File: src/rtl/pws_pkg.sv
package pws_pkg;

  parameter int unsigned PA_W   = 52;
  parameter int unsigned DATA_W = 64;
  parameter int unsigned SZ_W   = 4;

  typedef struct packed {
    logic [PA_W-1:0]   addr;
    logic [DATA_W-1:0] data;
    logic [SZ_W-1:0]   size;
  } pws_req_t;

  typedef enum logic [1:0] {
    SRC_NONE = 2'd0,
    SRC_NACK = 2'd1,
    SRC_READ = 2'd2,
    SRC_WB   = 2'd3
  } pws_src_e;

  // Fixed priority: a refused response's resend, then the read slot, then the stack.
  function automatic pws_src_e pick_src(logic nack, logic frozen, logic rd_pend,
                                        logic wb_avail);
    if (nack)                  return SRC_NACK;
    if (!frozen && rd_pend)    return SRC_READ;
    if (!frozen && wb_avail)   return SRC_WB;
    return SRC_NONE;
  endfunction

endpackage

File: src/rtl/pws_issue_sel.sv
module pws_issue_sel
  import pws_pkg::*;
(
  input  logic     nack_now,
  input  logic     frozen,
  input  logic     rd_pend,
  input  logic     wb_avail,
  output pws_src_e src
);

  assign src = pick_src(nack_now, frozen, rd_pend, wb_avail);

endmodule

File: src/rtl/pws_out_ctr.sv
module pws_out_ctr #(
  parameter int unsigned CW = 4
) (
  input  logic          clk,
  input  logic          rst_n,
  input  logic          inc,
  input  logic          dec,
  output logic [CW-1:0] count
);

  function automatic logic [CW-1:0] step_count(logic [CW-1:0] c, logic up, logic down);
    case ({up, down})
      2'b10:   return c + CW'(1);
      2'b01:   return c - CW'(1);
      default: return c;
    endcase
  endfunction

  logic [CW-1:0] count_q;

  always_ff @(posedge clk or negedge rst_n) begin
    if (!rst_n) count_q <= '0;
    else        count_q <= step_count(count_q, inc, dec);
  end

  assign count = count_q;

endmodule

File: src/rtl/pws_wb_stack.sv
module pws_wb_stack #(
  parameter int unsigned DEPTH = 4,
  parameter int unsigned EW    = 8,
  parameter int unsigned SPW   = $clog2(DEPTH + 1)
) (
  input  logic           clk,
  input  logic           rst_n,
  input  logic           push,
  input  logic [EW-1:0]  push_ent,
  input  logic           pop,
  output logic [EW-1:0]  top_ent,
  output logic [SPW-1:0] count,
  output logic           empty,
  output logic           overflow
);

  logic [EW-1:0]    mem_q [DEPTH];
  logic [SPW-1:0]   cnt_q;
  logic             full;
  logic             push_ok;
  logic [SPW-1:0]   wr_pos;
  logic [DEPTH-1:0] slot_we;

  assign full     = (cnt_q == SPW'(DEPTH));
  assign empty    = (cnt_q == '0);
  assign push_ok  = push && (pop || !full);
  assign overflow = push && full && !pop;
  assign wr_pos   = pop ? cnt_q - SPW'(1) : cnt_q;

  for (genvar g = 0; g < DEPTH; g++) begin : g_slot
    assign slot_we[g] = push_ok && (wr_pos == SPW'(g));
  end

  always_ff @(posedge clk or negedge rst_n) begin
    if (!rst_n) begin
      for (int i = 0; i < DEPTH; i++) mem_q[i] <= '0;
    end else begin
      for (int i = 0; i < DEPTH; i++)
        if (slot_we[i]) mem_q[i] <= push_ent;
    end
  end

  always_ff @(posedge clk or negedge rst_n) begin
    if (!rst_n) cnt_q <= '0;
    else        cnt_q <= cnt_q + SPW'(push_ok) - SPW'(pop && !empty);
  end

  always_comb begin
    top_ent = '0;
    for (int i = 0; i < DEPTH; i++)
      if (!empty && (cnt_q - SPW'(1)) == SPW'(i)) top_ent = mem_q[i];
  end

  assign count = cnt_q;

endmodule

File: src/rtl/pws_walk_sched.sv
module pws_walk_sched
  import pws_pkg::*;
#(
  parameter int unsigned WB_DEPTH = 4,
  parameter int unsigned MAX_OUT  = 8
) (
  input  logic              clk,
  input  logic              rst_n,
  input  logic              rd_enq_valid,
  input  logic [PA_W-1:0]   rd_enq_addr,
  input  logic [SZ_W-1:0]   rd_enq_size,
  input  logic              wr_enq_valid,
  input  logic [PA_W-1:0]   wr_enq_addr,
  input  logic [DATA_W-1:0] wr_enq_data,
  input  logic [SZ_W-1:0]   wr_enq_size,
  input  logic              wk_fault,
  output logic              wk_rsp_valid,
  output logic [DATA_W-1:0] wk_rsp_data,
  output logic              mreq_valid,
  input  logic              mreq_ready,
  output logic [PA_W-1:0]   mreq_addr,
  output logic              mreq_we,
  output logic [DATA_W-1:0] mreq_data,
  output logic [SZ_W-1:0]   mreq_size,
  input  logic              mreq_retry,
  input  logic              rsp_valid,
  input  logic              rsp_nack,
  input  logic              rsp_we,
  input  logic [PA_W-1:0]   rsp_addr,
  input  logic [DATA_W-1:0] rsp_data,
  input  logic [SZ_W-1:0]   rsp_size,
  output logic              done,
  output logic              done_fault,
  output logic              wb_overflow
);

  localparam int unsigned CW  = $clog2(MAX_OUT + 1);
  localparam int unsigned SPW = $clog2(WB_DEPTH + 1);
  localparam int unsigned EW  = $bits(pws_req_t);

  // State
  logic     rd_pend_q;
  pws_req_t rd_slot_q;
  logic     retry_q;
  logic     busy_q;
  logic     fault_q;

  // Named events
  logic     ev_nack, ev_rsp_ok, ev_accept, ev_reject, ev_nack_back;
  logic     wb_push, wb_pop, wb_empty;
  logic [SPW-1:0] wb_cnt;
  logic [CW-1:0]  out_cnt;
  pws_src_e src;
  pws_req_t nack_req, wr_req, push_req, wb_top, issue_req;
  logic [EW-1:0]  wb_top_vec;

  assign nack_req  = '{addr: rsp_addr, data: rsp_data, size: rsp_size};
  assign wr_req    = '{addr: wr_enq_addr, data: wr_enq_data, size: wr_enq_size};
  assign ev_nack   = rsp_valid && rsp_nack;
  assign ev_rsp_ok = rsp_valid && !rsp_nack;

  pws_issue_sel u_sel (
    .nack_now (ev_nack),
    .frozen   (retry_q),
    .rd_pend  (rd_pend_q),
    .wb_avail (!wb_empty),
    .src      (src)
  );

  always_comb begin
    issue_req = '0;
    mreq_we   = 1'b0;
    case (src)
      SRC_NACK: begin issue_req = nack_req;  mreq_we = rsp_we; end
      SRC_READ: begin issue_req = rd_slot_q; mreq_we = 1'b0;   end
      SRC_WB:   begin issue_req = wb_top;    mreq_we = 1'b1;   end
      default:  begin issue_req = '0;        mreq_we = 1'b0;   end
    endcase
  end

  assign mreq_valid = (src != SRC_NONE);
  assign mreq_addr  = issue_req.addr;
  assign mreq_data  = issue_req.data;
  assign mreq_size  = issue_req.size;

  assign ev_accept    = mreq_valid && mreq_ready;
  assign ev_reject    = mreq_valid && !mreq_ready;
  assign ev_nack_back = ev_nack && ev_reject;

  // Outstanding requests
  pws_out_ctr #(.CW(CW)) u_ctr (
    .clk   (clk),
    .rst_n (rst_n),
    .inc   (ev_accept && (src != SRC_NACK)),
    .dec   (ev_rsp_ok || ev_nack_back),
    .count (out_cnt)
  );

  // Write-back stack
  assign wb_pop   = ev_accept && (src == SRC_WB);
  assign wb_push  = wr_enq_valid || (ev_nack_back && rsp_we);
  assign push_req = (ev_nack_back && rsp_we) ? nack_req : wr_req;
  assign wb_top   = pws_req_t'(wb_top_vec);

  pws_wb_stack #(.DEPTH(WB_DEPTH), .EW(EW), .SPW(SPW)) u_stack (
    .clk      (clk),
    .rst_n    (rst_n),
    .push     (wb_push),
    .push_ent (push_req),
    .pop      (wb_pop),
    .top_ent  (wb_top_vec),
    .count    (wb_cnt),
    .empty    (wb_empty),
    .overflow (wb_overflow)
  );

  // Read slot
  always_ff @(posedge clk or negedge rst_n) begin
    if (!rst_n) begin
      rd_pend_q <= 1'b0;
      rd_slot_q <= '0;
    end else if (ev_nack_back && !rsp_we) begin
      rd_pend_q <= 1'b1;
      rd_slot_q <= nack_req;
    end else if (rd_enq_valid) begin
      rd_pend_q <= 1'b1;
      rd_slot_q <= '{addr: rd_enq_addr, data: '0, size: rd_enq_size};
    end else if (ev_accept && (src == SRC_READ)) begin
      rd_pend_q <= 1'b0;
    end
  end

  // Freeze after a rejection until the memory invites a retry
  always_ff @(posedge clk or negedge rst_n) begin
    if (!rst_n)          retry_q <= 1'b0;
    else if (ev_reject)  retry_q <= 1'b1;
    else if (mreq_retry) retry_q <= 1'b0;
  end

  // Walk completion
  assign done       = busy_q && (out_cnt == '0) && !rd_pend_q && wb_empty;
  assign done_fault = done && fault_q;

  always_ff @(posedge clk or negedge rst_n) begin
    if (!rst_n) begin
      busy_q  <= 1'b0;
      fault_q <= 1'b0;
    end else begin
      if (done)              busy_q <= 1'b0;
      else if (rd_enq_valid) busy_q <= 1'b1;
      if (done)                           fault_q <= 1'b0;
      else if (wk_rsp_valid && wk_fault)  fault_q <= 1'b1;
    end
  end

  assign wk_rsp_valid = ev_rsp_ok && !rsp_we;
  assign wk_rsp_data  = rsp_data;

endmodule

File: config.mk
export PLATFORM = sky130hd
export DESIGN_NAME = pws_walk_sched
export DESIGN_NICKNAME = d
export VERILOG_FILES = /design/src/rtl/pws_pkg.sv /design/src/rtl/pws_issue_sel.sv /design/src/rtl/pws_out_ctr.sv /design/src/rtl/pws_wb_stack.sv /design/src/rtl/pws_walk_sched.sv
export SDC_FILE = /design/constraint.sdc
export NUM_CORES = 1
export LEC_CHECK = 0
export BUFFER_PORTS_ARGS = -buffer_cell sky130_fd_sc_hd__buf_4
export CAP_MARGIN = 20
export CORE_UTILIZATION = 39
export DETAILED_ROUTE_END_ITERATION = 6
export GPL_ROUTABILITY_DRIVEN = 0
export REMOVE_ABC_BUFFERS = 1
export SLEW_MARGIN = 20
export SYNTH_ARGS = -nofsm -noshare
export SYNTH_HDL_FRONTEND = slang
export SYNTH_SLANG_ARGS = --single-unit
File: constraint.sdc
create_clock -name clk -period 2.45 [get_ports clk]
set_input_delay 0.49 -clock clk [delete_from_list [all_inputs] [get_ports clk]]
set_output_delay 0.49 -clock clk [all_outputs]
set_load 0.1 [all_outputs]
; ---- After elaboration in Yosys (flattened, before gate mapping)
; Cells that the tools add are included.
[classes]
addsub = 5
n_mul = 0
div_mod_pow = 0
magnitude_cmp = 0
n_eq_ne = 13
n_shift = 0
mux = 32
bitwise = 0
reduce_logical = 52
[ops]
columns = cell, n
row1 = 2-to-1 mux 120 bit, 7
row2 = one-hot mux 120 bit (3 select lines), 1
row3 = logical AND 1 bit, 30
row4 = 2-to-1 mux 1 bit, 15
row5 = == test 3 x 2 -> 1 bit (second input constant), 4
row6 = 2-to-1 mux 2 bit, 6
row7 = nonzero test 2 bit, 6
row8 = logical NOT 3 bit, 3
row9 = logical NOT 1 bit, 8
row10 = one-hot mux 4 bit (2 select lines), 1
row11 = == test 2 bit (second input constant), 3
row12 = == test 3 x 1 -> 1 bit (second input constant), 2
row13 = adder 4 x 1 -> 4 bit (second input constant), 1
row14 = == test 2 x 1 -> 1 bit (second input constant), 2
row15 = logical NOT 4 bit, 1
row16 = subtractor 4 x 1 -> 4 bit (second input constant), 1
row17 = adder 3 x 1 -> 3 bit, 1
row18 = == test 3 bit (second input constant), 1
row19 = logical OR 1 bit, 3
row20 = 2-to-1 mux 3 bit, 1
row21 = nonzero test 3 bit, 1
row22 = subtractor 3 x 1 -> 3 bit, 1
row23 = subtractor 3 x 1 -> 3 bit (second input constant), 1
row24 = != test 2 x 1 -> 1 bit (second input constant), 1
row25 = one-hot mux 1 bit (2 select lines), 1
[totals]
reg_bits = 611
latch_bits = 0
ramBits = 0
romBits = 0
inputBits = 306
output_inout_bits = 190
n_memories = 0

; ---- Depth between registers and ports, before layout
; Gate-level depths: netlist (run 1).
[logic_depth]
word_depth = 17
depth_mapped = 14

; ---- Modules after synthesis
; Synthesis (run 1) repeated with hierarchy kept, for this count alone.
[hier_totals]
hier_cells = 2658
hier_area_um2 = 32153.3
[by_module_without_submodules]
columns = mod, instances, cells_per_inst, area_per_inst_um2, seq_area_each_um2
row1 = pws_wb_stack, 1, 1736, 21480.6, 12086.6
row2 = pws_walk_sched, 1, 895, 10398.7, 3103.0
row3 = pws_out_ctr, 1, 23, 251.5, 100.1
row4 = pws_issue_sel, 1, 4, 22.5, 0.0

; ---- Worst setup path before layout (run 1)
; No wires, ideal clock.
[synth_path]
kind = register to output
from = reg u_stack.cnt_q[0], in the netlist u_stack.count[0]
to = out done_fault
arrival_time_ps = 5149
required_ps = 1960
setup_slack_ps = -3189
stages_incl_launch_ff = 7
n_path_buf = 1
path_cell_list = dfrtp_1 inv_1 ha_1 nand2b_1 clkbuf_1 nor4_1 and2_1
[synth_between]
elab_chain_len = 3
[synth_rtl]
columns = item, line
row1 = start: declaration, pws_wb_stack.sv:18  ; logic [SPW-1:0] cnt_q;
row2 = start signal: assignment, pws_wb_stack.sv:45  ; else cnt_q <= cnt_q + SPW'(push_ok) - SPW'(pop && !empty);
row3 = logical NOT 3 bit, pws_wb_stack.sv:25  ; assign empty = (cnt_q == '0);
row4 = logical AND 1 bit, pws_walk_sched.sv:141  ; assign done = busy_q && (out_cnt == '0) && !rd_pend_q && wb_empty;
row5 = net done, pws_walk_sched.sv:32  ; output logic done,
row6 = logical AND 1 bit, pws_walk_sched.sv:142  ; assign done_fault = done && fault_q;
row7 = end: declaration, pws_walk_sched.sv:33  ; output logic done_fault,
; The timed path passes the listed nets, and every way through them passes these cells.

; ---- Worst setup path in the final report (run 1)
[layout_path]
from = reg u_stack.cnt_q[0], in the netlist u_stack.count[0]
to = out mreq_addr[12]
[layout_between]
elab_chain_len = 11
word_cells_on_any_way = 27
cone_classes = add/sub: 1 / eq/ne: 6 / mux: 12 / reduce/logical: 8
[layout_rtl]
columns = item, line
row1 = logical NOT 3 bit, pws_wb_stack.sv:25
row2 = logical NOT 1 bit, "pws_wb_stack.sv:51, pws_walk_sched.sv:66"
row3 = logical AND 1 bit, pws_pkg.sv:25  ; if (!frozen && wb_avail) return SRC_WB;
row4 = 2-to-1 mux 1 bit (2 in a row), pws_pkg.sv:25
row5 = 2-to-1 mux 1 bit, pws_pkg.sv:24  ; if (!frozen && rd_pend) return SRC_READ;
row6 = 2-to-1 mux 2 bit, pws_pkg.sv:26  ; return SRC_NONE;
row7 = 2-to-1 mux 2 bit, pws_pkg.sv:25
row8 = 2-to-1 mux 2 bit, pws_pkg.sv:24
row9 = == test 2 bit or == test 2 x 1 -> 1 bit (tied branches), pws_walk_sched.sv:73  ; case (src)
row10 = one-hot mux 120 bit (3 select lines) (*), pws_walk_sched.sv:73
row11 = end: declaration, pws_walk_sched.sv:21  ; output logic [PA_W-1:0] mreq_addr,
; Mark *: on every way between the ends. The rest lies on a longest branch, timed or not. The select of a mux whose other input is x is not followed.

==> results of run 1 <==
stage by stage:
stage	worst slack (ns)	util, %	cell area, um2	TNS [ns]
4_1_cts	-0.943	56.0	43700	-147.29
3_5_place_dp	-0.545	48.1	37500	-161.81
6_report	-0.920	59.5	46400	-190.73
3_3_place_gp	-0.590	48.1	37500	-151.30
2_1_floorplan	-14.22	-	29300	-8723.22
5_1_grt	-1.00	59.5	46400	-229.33
logic make-up (layout without fill, tap and decap cells):
| kind of cell | Yosys count | in the layout | synth area share [%] |
|---|---|---|---|
| multiplexers | 537 | 537 | 18.8 |
| buffers and inverters | 349 | 1042 | 5.65 |
| flip-flops | 611 | 611 | 49.3 |
| XOR/XNOR | 8 | 8 | 0.226 |
| adder cells (fa/ha/maj) | 11 | 11 | 0.468 |
| AND/OR/NAND/NOR | 234 | 234 | 3.71 |
| AO/OA/AOI/OAI | 1100 | 1100 | 21.8 |
power by group through the flow:
| stage | Clock, mW | Combinational [mW] | Sequential (mW) |
|---|---|---|---|
| 6_report | 10.8 | 24.6 | 17.6 |
| 5_1_grt | 11.4 | 25.8 | 17.9 |
| 4_1_cts | 10.9 | 21.2 | 16.8 |
| 3_5_place_dp | 0 | 17.1 | 16.5 |
| 3_3_place_gp | 0 | 16.5 | 16.2 |
| 2_1_floorplan | 0 | 9.84 | 15.8 |
routing by layer:
metal | part of all wire (%) | GRT usage, % | up-vias | wire length [um]
met5 | 0.0092 | 0 | - | 11
met4 | 3.9 | 11.5 | 2 | 4660
met3 | 7.2 | 5.19 | 286 | 8660
met2 | 49 | 46.4 | 1421 | 58700
met1 | 40 | 35.8 | 14346 | 48000
li1 | - | - | 12000 | -
critical path, cell delays in order (launching register included):
cell      delay (ns)
dfrtp_1         0.41
inv_4           0.08
ha_4            0.19
buf_6           0.14
xnor2_2         0.14
nand3b_1        0.17
buf_6           0.15
buf_12          0.18
buf_12          0.15
buf_4           0.11
o221ai_4        0.10
o21ai_2         0.23
buf_12          0.20
cells in the final DEF (no fill, tap or decap), types with 18 or more instances in the layout:
| master | Yosys | final |
|---|---|---|
| o21ai_2 | 0 | 55 |
| o221ai_1 | 120 | 24 |
| a22oi_1 | 120 | 120 |
| clkbuf_1 | 206 | 18 |
| buf_4 | 70 | 565 |
| o221ai_2 | 0 | 72 |
| dfrtp_1 | 611 | 611 |
| mux2_1 | 200 | 105 |
| o221ai_4 | 0 | 24 |
| mux2i_1 | 176 | 176 |
| a221oi_4 | 0 | 27 |
| nand2b_1 | 67 | 65 |
| buf_6 | 17 | 89 |
| buf_16 | 0 | 35 |
| a21oi_1 | 245 | 244 |
| buf_8 | 0 | 23 |
| a221oi_2 | 0 | 76 |
| buf_12 | 0 | 183 |
| nand2_1 | 127 | 125 |
| o21ai_0 | 480 | 359 |
| clkbuf_16 | 0 | 87 |
| mux2_2 | 161 | 145 |
| o21ai_1 | 1 | 56 |
| mux2_4 | 0 | 111 |
timing repair:
item,CTS,global route
buffers inserted,59,60
resized for setup,621,412
hold endpoints to repair,22,0
hold buffers,1,0
setup endpoints to repair,607,601
gates cloned,36,17
pin swaps,73,102
synthesized netlist by cell type (6+ instances only):
cell type	number	area, um2
a22oi_1	120	901
buf_1	10	37.5
a21oi_1	245	1230
dfrtp_1	611	15300
nand2_1	127	477
buf_2	40	200
nor2b_1	7	43.8
buf_6	17	191
mux2_1	200	2250
inv_1	6	22.5
ha_1	10	125
mux2_2	161	1810
a221oi_1	120	1050
nand2b_1	67	419
o21ai_0	480	2400
buf_4	70	526
clkbuf_1	206	773
mux2i_1	176	1760
o221ai_1	120	1050
worst paths after layout:
path / slack [ns] / cells after the start / from / to
max: -0.92 / 12 / u_stack.count[0]$_DFF_PN0_ / mreq_addr[12]
min: 0.09 / 2 / mreq_retry / retry_q$_DFFE_PN0P_
max reg2reg: -0.42 / 14 / u_stack.count[0]$_DFF_PN0_ / u_stack.mem_q[456]$_DFFE_PN0P_
min reg2reg: 0.49 / 1 / u_stack.mem_q[445]$_DFFE_PN0P_ / u_stack.mem_q[445]$_DFFE_PN0P_
max in group asynchronous: 1.11 / 4 / rst_n / u_stack.mem_q[476]$_DFFE_PN0P_
min in group asynchronous: 0.44 / 2 / rst_n / u_stack.mem_q[166]$_DFFE_PN0P_
state kept, by name, indices dropped and copies added, names as in the netlist:
name / count
u_stack.mem_q: 480
rd_slot_q: 120
u_ctr.count: 4
u_stack.count: 3
busy_q: 1
fault_q: 1
rd_pend_q: 1
retry_q: 1
final cells by class:
type	count	area (um2)
clock inverters	18	246
multi-input cells	1890	16800
well taps	1040	1300
inverters	6	25.0
clock buffers	106	2090
flip-flops and latches	611	15300
fillers	6012	31600
repair buffers	912	10600
==> flow_metrics.env, run 1 <==
export IMPL_drtPass1Iterations=7
export IMPL_dpl_hpwl_um=72300
export IMPL_design_die_area_um2=80600
export IMPL_numCtsBuffers=72
export IMPL_syn_inst=2850
export IMPL_async_flop_share_pct=100
export IMPL_p_int_mw=32.0
export IMPL_io_buffers=495
export IMPL_avgSynthCellArea_um2=10.9
export IMPL_critPathMaxFanout=17
export IMPL_fin_total_pwr_mw=52.9
export IMPL_cp_arrival_ns=2.88
export IMPL_leakagePower_nw=19.8
export IMPL_syn2layout_area_growth_pct=49.6
export IMPL_via_per_inst=6.12
export IMPL_switching_share_pct=39.5
export IMPL_yosysSeqAreaShare_pct=49.3
export IMPL_p_sw_mw=20.9
export IMPL_path_class="reg -> out"
export IMPL_synth_seq_cells=611
export IMPL_clkSinkCount=611
export IMPL_fin_crit_ns=3.37
export IMPL_cp_end_kind="output port"
export IMPL_routedWlPerCell_um=26.2
export IMPL_n_antenna_cell=0
export IMPL_pwr_share_seq_pct=33.2
export IMPL_worstHoldPathType="in -> reg"
export IMPL_synth_ff_type="dfrtp_1"
export IMPL_clk_path_buf_depth=3
export IMPL_grt_max_degree=73
export IMPL_start_util_pct=39.7
export IMPL_timing_fmax_mhz=297
export IMPL_hold_violations=0
export IMPL_fin_worst_skew_ns=0.0216
export IMPL_top_level_ports=496
export IMPL_antenna_found_initial=1
export IMPL_synth_area_um2=31000
export IMPL_setup_viol=581
export IMPL_clock_power_share_pct=20.4
export IMPL_die_w_um=284
export IMPL_finalWirelength_um=120000
export IMPL_grt_pass1_wl_um=176000
export IMPL_status="finished, violations left"
export IMPL_die_h_um=284
export IMPL_synthDistinctLibCells=50
export IMPL_start_kind="register"
export IMPL_irDropWorstVdd_v=0.000657
export IMPL_period_share_pct=138
export IMPL_vias=28055
export IMPL_drv_cap=0
export IMPL_synth_edf_count=0
export IMPL_worstMarginPinSlew_ns=0.706
export IMPL_htree_num_levels=3
export IMPL_clk_pin_slew_ns=0.06
export IMPL_ant_nets=0
export IMPL_core_area_um2=78000
export IMPL_dp_cells=4312
export IMPL_p_per_area_nw_per_um2=1140
export IMPL_layout_cells_non_filler=4583
export IMPL_rows=102
export IMPL_power_frac_comb_pct=46.4
export IMPL_cts_tree="built"
export IMPL_drv_slew=0
export IMPL_post_route_drc_count=0
export IMPL_critPathRequiredTime_ns=1.96
export IMPL_groute_usage_overall_pct=28.0
export IMPL_root_buffer="clkbuf_16"
export IMPL_hold_worst_slack_ns=0.0897
export IMPL_max_slew_margin_pct=52.8
export IMPL_violations="negative setup slack"
export IMPL_grt_pass1_vias=28766
export IMPL_rsz0062_at_grt="true"
export IMPL_setup_ws_ns=-0.920
export IMPL_drt_first_iter_violations=2473
export IMPL_drive_gt1_share_pct=44.6
export IMPL_yosysWarnings=0
export IMPL_overflow=0
export IMPL_clkLatencyLatePin_ns=0.61
export IMPL_final_nets=3810
(Power assumes the default switching activity.)
==> run 2: changes to the inputs <==
Settings changed: SETUP_SLACK_MARGIN set to 0.02.
==> run 2 against run 1 <==
Net effect: the flow still finishes with violations (negative setup slack); non-clock buffer count decreased by 11; clock skew increased by 0.0032 ns; register-to-register slack about the same; clock-buffer cell count unchanged; design area increased by 0.61%; clock power about the same; power increased by 1.4%; final cell count decreased by 0.24%; setup slack improved by 0.0077 ns; critical path type unchanged; highest routed layer unchanged.
==> flow_metrics.env, run 2 (same netlist as run 1, synthesis figures left out) <==
export IMPL_die_h_um=284
export IMPL_r2r_end="u_stack.mem_q[456]$_DFFE_PN0P_"
export IMPL_fin_worst_skew_ns=0.0249
export IMPL_path_class="reg -> out"
export IMPL_timing_fmax_mhz=297
export IMPL_worst_r2r_setup_slack_ns=-0.41
export IMPL_drive_gt1_share_pct=46.0
export IMPL_clkSinkCount=611
export IMPL_groute_usage_overall_pct=28.0
export IMPL_drt_first_iter_violations=2473
export IMPL_critPathMaxFanout=17
export IMPL_setup_ws_ns=-0.913
export IMPL_fin_crit_ns=3.36
export IMPL_p_int_mw=32.5
export IMPL_grt_pass1_wl_um=176000
export IMPL_violations="negative setup slack"
export IMPL_vias=28133
export IMPL_worstHoldPathType="in -> reg"
export IMPL_fillers=5976
export IMPL_core_area_um2=78000
export IMPL_cts_tree="built"
export IMPL_period_share_pct=137
export IMPL_grt_pass1_vias=28731
export IMPL_die_w_um=284
export IMPL_dpl_hpwl_um=72300
export IMPL_layout_commonest_cell="dfrtp_1"
export IMPL_top_register="u_stack.mem_q"
export IMPL_routedWlPerCell_um=26.6
export IMPL_io_buffers=495
export IMPL_clk_pin_slew_ns=0.06
export IMPL_top_level_ports=496
export IMPL_numCtsBuffers=72
export IMPL_ant_nets=0
export IMPL_final_core_utilization_pct=59.8
export IMPL_status="finished, violations left"
export IMPL_cp_arrival_ns=2.87
export IMPL_via_per_inst=6.15
export IMPL_syn2layout_area_growth_pct=50.6
export IMPL_post_route_drc_count=0
export IMPL_rsz0062_at_grt="true"
export IMPL_final_nets=3799
export IMPL_antenna_found_initial=1
export IMPL_hold_violations=0
export IMPL_htree_num_levels=3
export IMPL_pwr_share_seq_pct=32.9
export IMPL_layout_common_cells="dfrtp_1, buf_4, o21ai_0"
export IMPL_cp_end_kind="output port"
export IMPL_clk_path_buf_depth=3
export IMPL_leakagePower_nw=19.9
export IMPL_rows=102
export IMPL_setup_viol=580
export IMPL_worstMarginPinSlew_ns=0.714
export IMPL_power_frac_comb_pct=47.0
export IMPL_min_path_cells=2
export IMPL_rr_worst_depth=14
export IMPL_clkLatencyLatePin_ns=0.62
export IMPL_overflow=0
export IMPL_design_die_area_um2=80600
export IMPL_clock_power_share_pct=20.1
export IMPL_pre_cts_ws_ns=-0.545
export IMPL_finalWirelength_um=121000
export IMPL_largest_register_ffs=480
export IMPL_start_util_pct=39.7
export IMPL_root_buffer="clkbuf_16"
export IMPL_start_kind="register"
export IMPL_p_sw_mw=21.2
export IMPL_max_slew_margin_pct=52.3
export IMPL_drtPass1Iterations=6
export IMPL_holdPathEnd="retry_q$_DFFE_PN0P_"
export IMPL_drv_cap=0
export IMPL_grt_max_degree=73
export IMPL_irDropWorstVdd_v=0.000658
export IMPL_critPathRequiredTime_ns=1.96
export IMPL_switching_share_pct=39.5
export IMPL_hp_start="mreq_retry"
export IMPL_drv_slew=0
export IMPL_n_antenna_cell=0
export IMPL_p_per_area_nw_per_um2=1150
export IMPL_r2r_start="u_stack.count[0]$_DFF_PN0_"
run 2: worst max-delay path, cell delays in order, from the launching register on:
cell and delay, ns:
dfrtp_1 0.41, inv_4 0.11, ha_4 0.18, buf_6 0.13
xnor2_1 0.13, nand3b_1 0.18, buf_6 0.18, buf_12 0.15
buf_12 0.15, buf_4 0.13, o221ai_4 0.17, o21ai_2 0.13
buf_12 0.18
run 2: final cells by class:
type	count	area (um2)	share of cell area, %
multi-input cells	1890	17100	36.6
flip-flops and latches	611	15300	32.8
clock inverters	18	246	0.528
well taps	1040	1300	2.79
inverters	6	25.0	0.0536
repair buffers	901	10600	22.8
clock buffers	106	2090	4.48
run 2: how the worst max path moves through the flow:
stage	start	endpoint	slack (ns)
global placement	u_stack.count[0]$_DFF_PN0_	mreq_data[36]	-0.59
global route	u_stack.count[0]$_DFF_PN0_	mreq_addr[14]	-1.02
finish	u_stack.count[0]$_DFF_PN0_	mreq_addr[12]	-0.91
CTS	u_stack.count[1]$_DFF_PN0_	mreq_data[19]	-0.94
floorplan	mreq_ready	u_stack.mem_q[360]$_DFFE_PN0P_	-14.22
detailed placement	u_stack.count[0]$_DFF_PN0_	mreq_data[22]	-0.55
run 2: routing by layer:
layer	vias up	track usage, %	wire (um)
met2	1475	46.4	58900
li1	11981	-	-
met1	14369	35.9	48100
met5	-	0	11
met3	306	5.13	9300
met4	2	11.3	5110
run 2: metrics by stage:
stage          instances  power, mW  setup TNS [ns]  hold WS, ns  instance area (um2)
4_1_cts             4529       48.8         -145.10       0.0548                43700
3_3_place_gp        4312       32.8         -151.30        0.467                37500
3_5_place_dp        4312       33.6         -161.81        0.464                37500
2_1_floorplan       2507       25.7        -8723.22        0.194                29300
5_1_grt             4572       55.7         -228.75       0.0801                46700
6_report            4572       53.7         -185.75       0.0838                46700
run 2: power groups by stage:
stage | Combinational [mW] | Sequential, mW | Clock, mW
6_report | 25.2 | 17.6 | 10.8
5_1_grt | 26.4 | 17.9 | 11.4
4_1_cts | 21.1 | 16.8 | 10.9
3_5_place_dp | 17.1 | 16.5 | 0
3_3_place_gp | 16.5 | 16.2 | 0
2_1_floorplan | 9.84 | 15.8 | 0
run 2: repair_timing:
action                     CTS  global route
gates cloned                36            20
pin swaps                   72           101
buffers inserted            59            42
setup endpoints to repair  607           604
hold buffers                 1             0
gates resized for setup    620           503
hold endpoints to repair    22             0
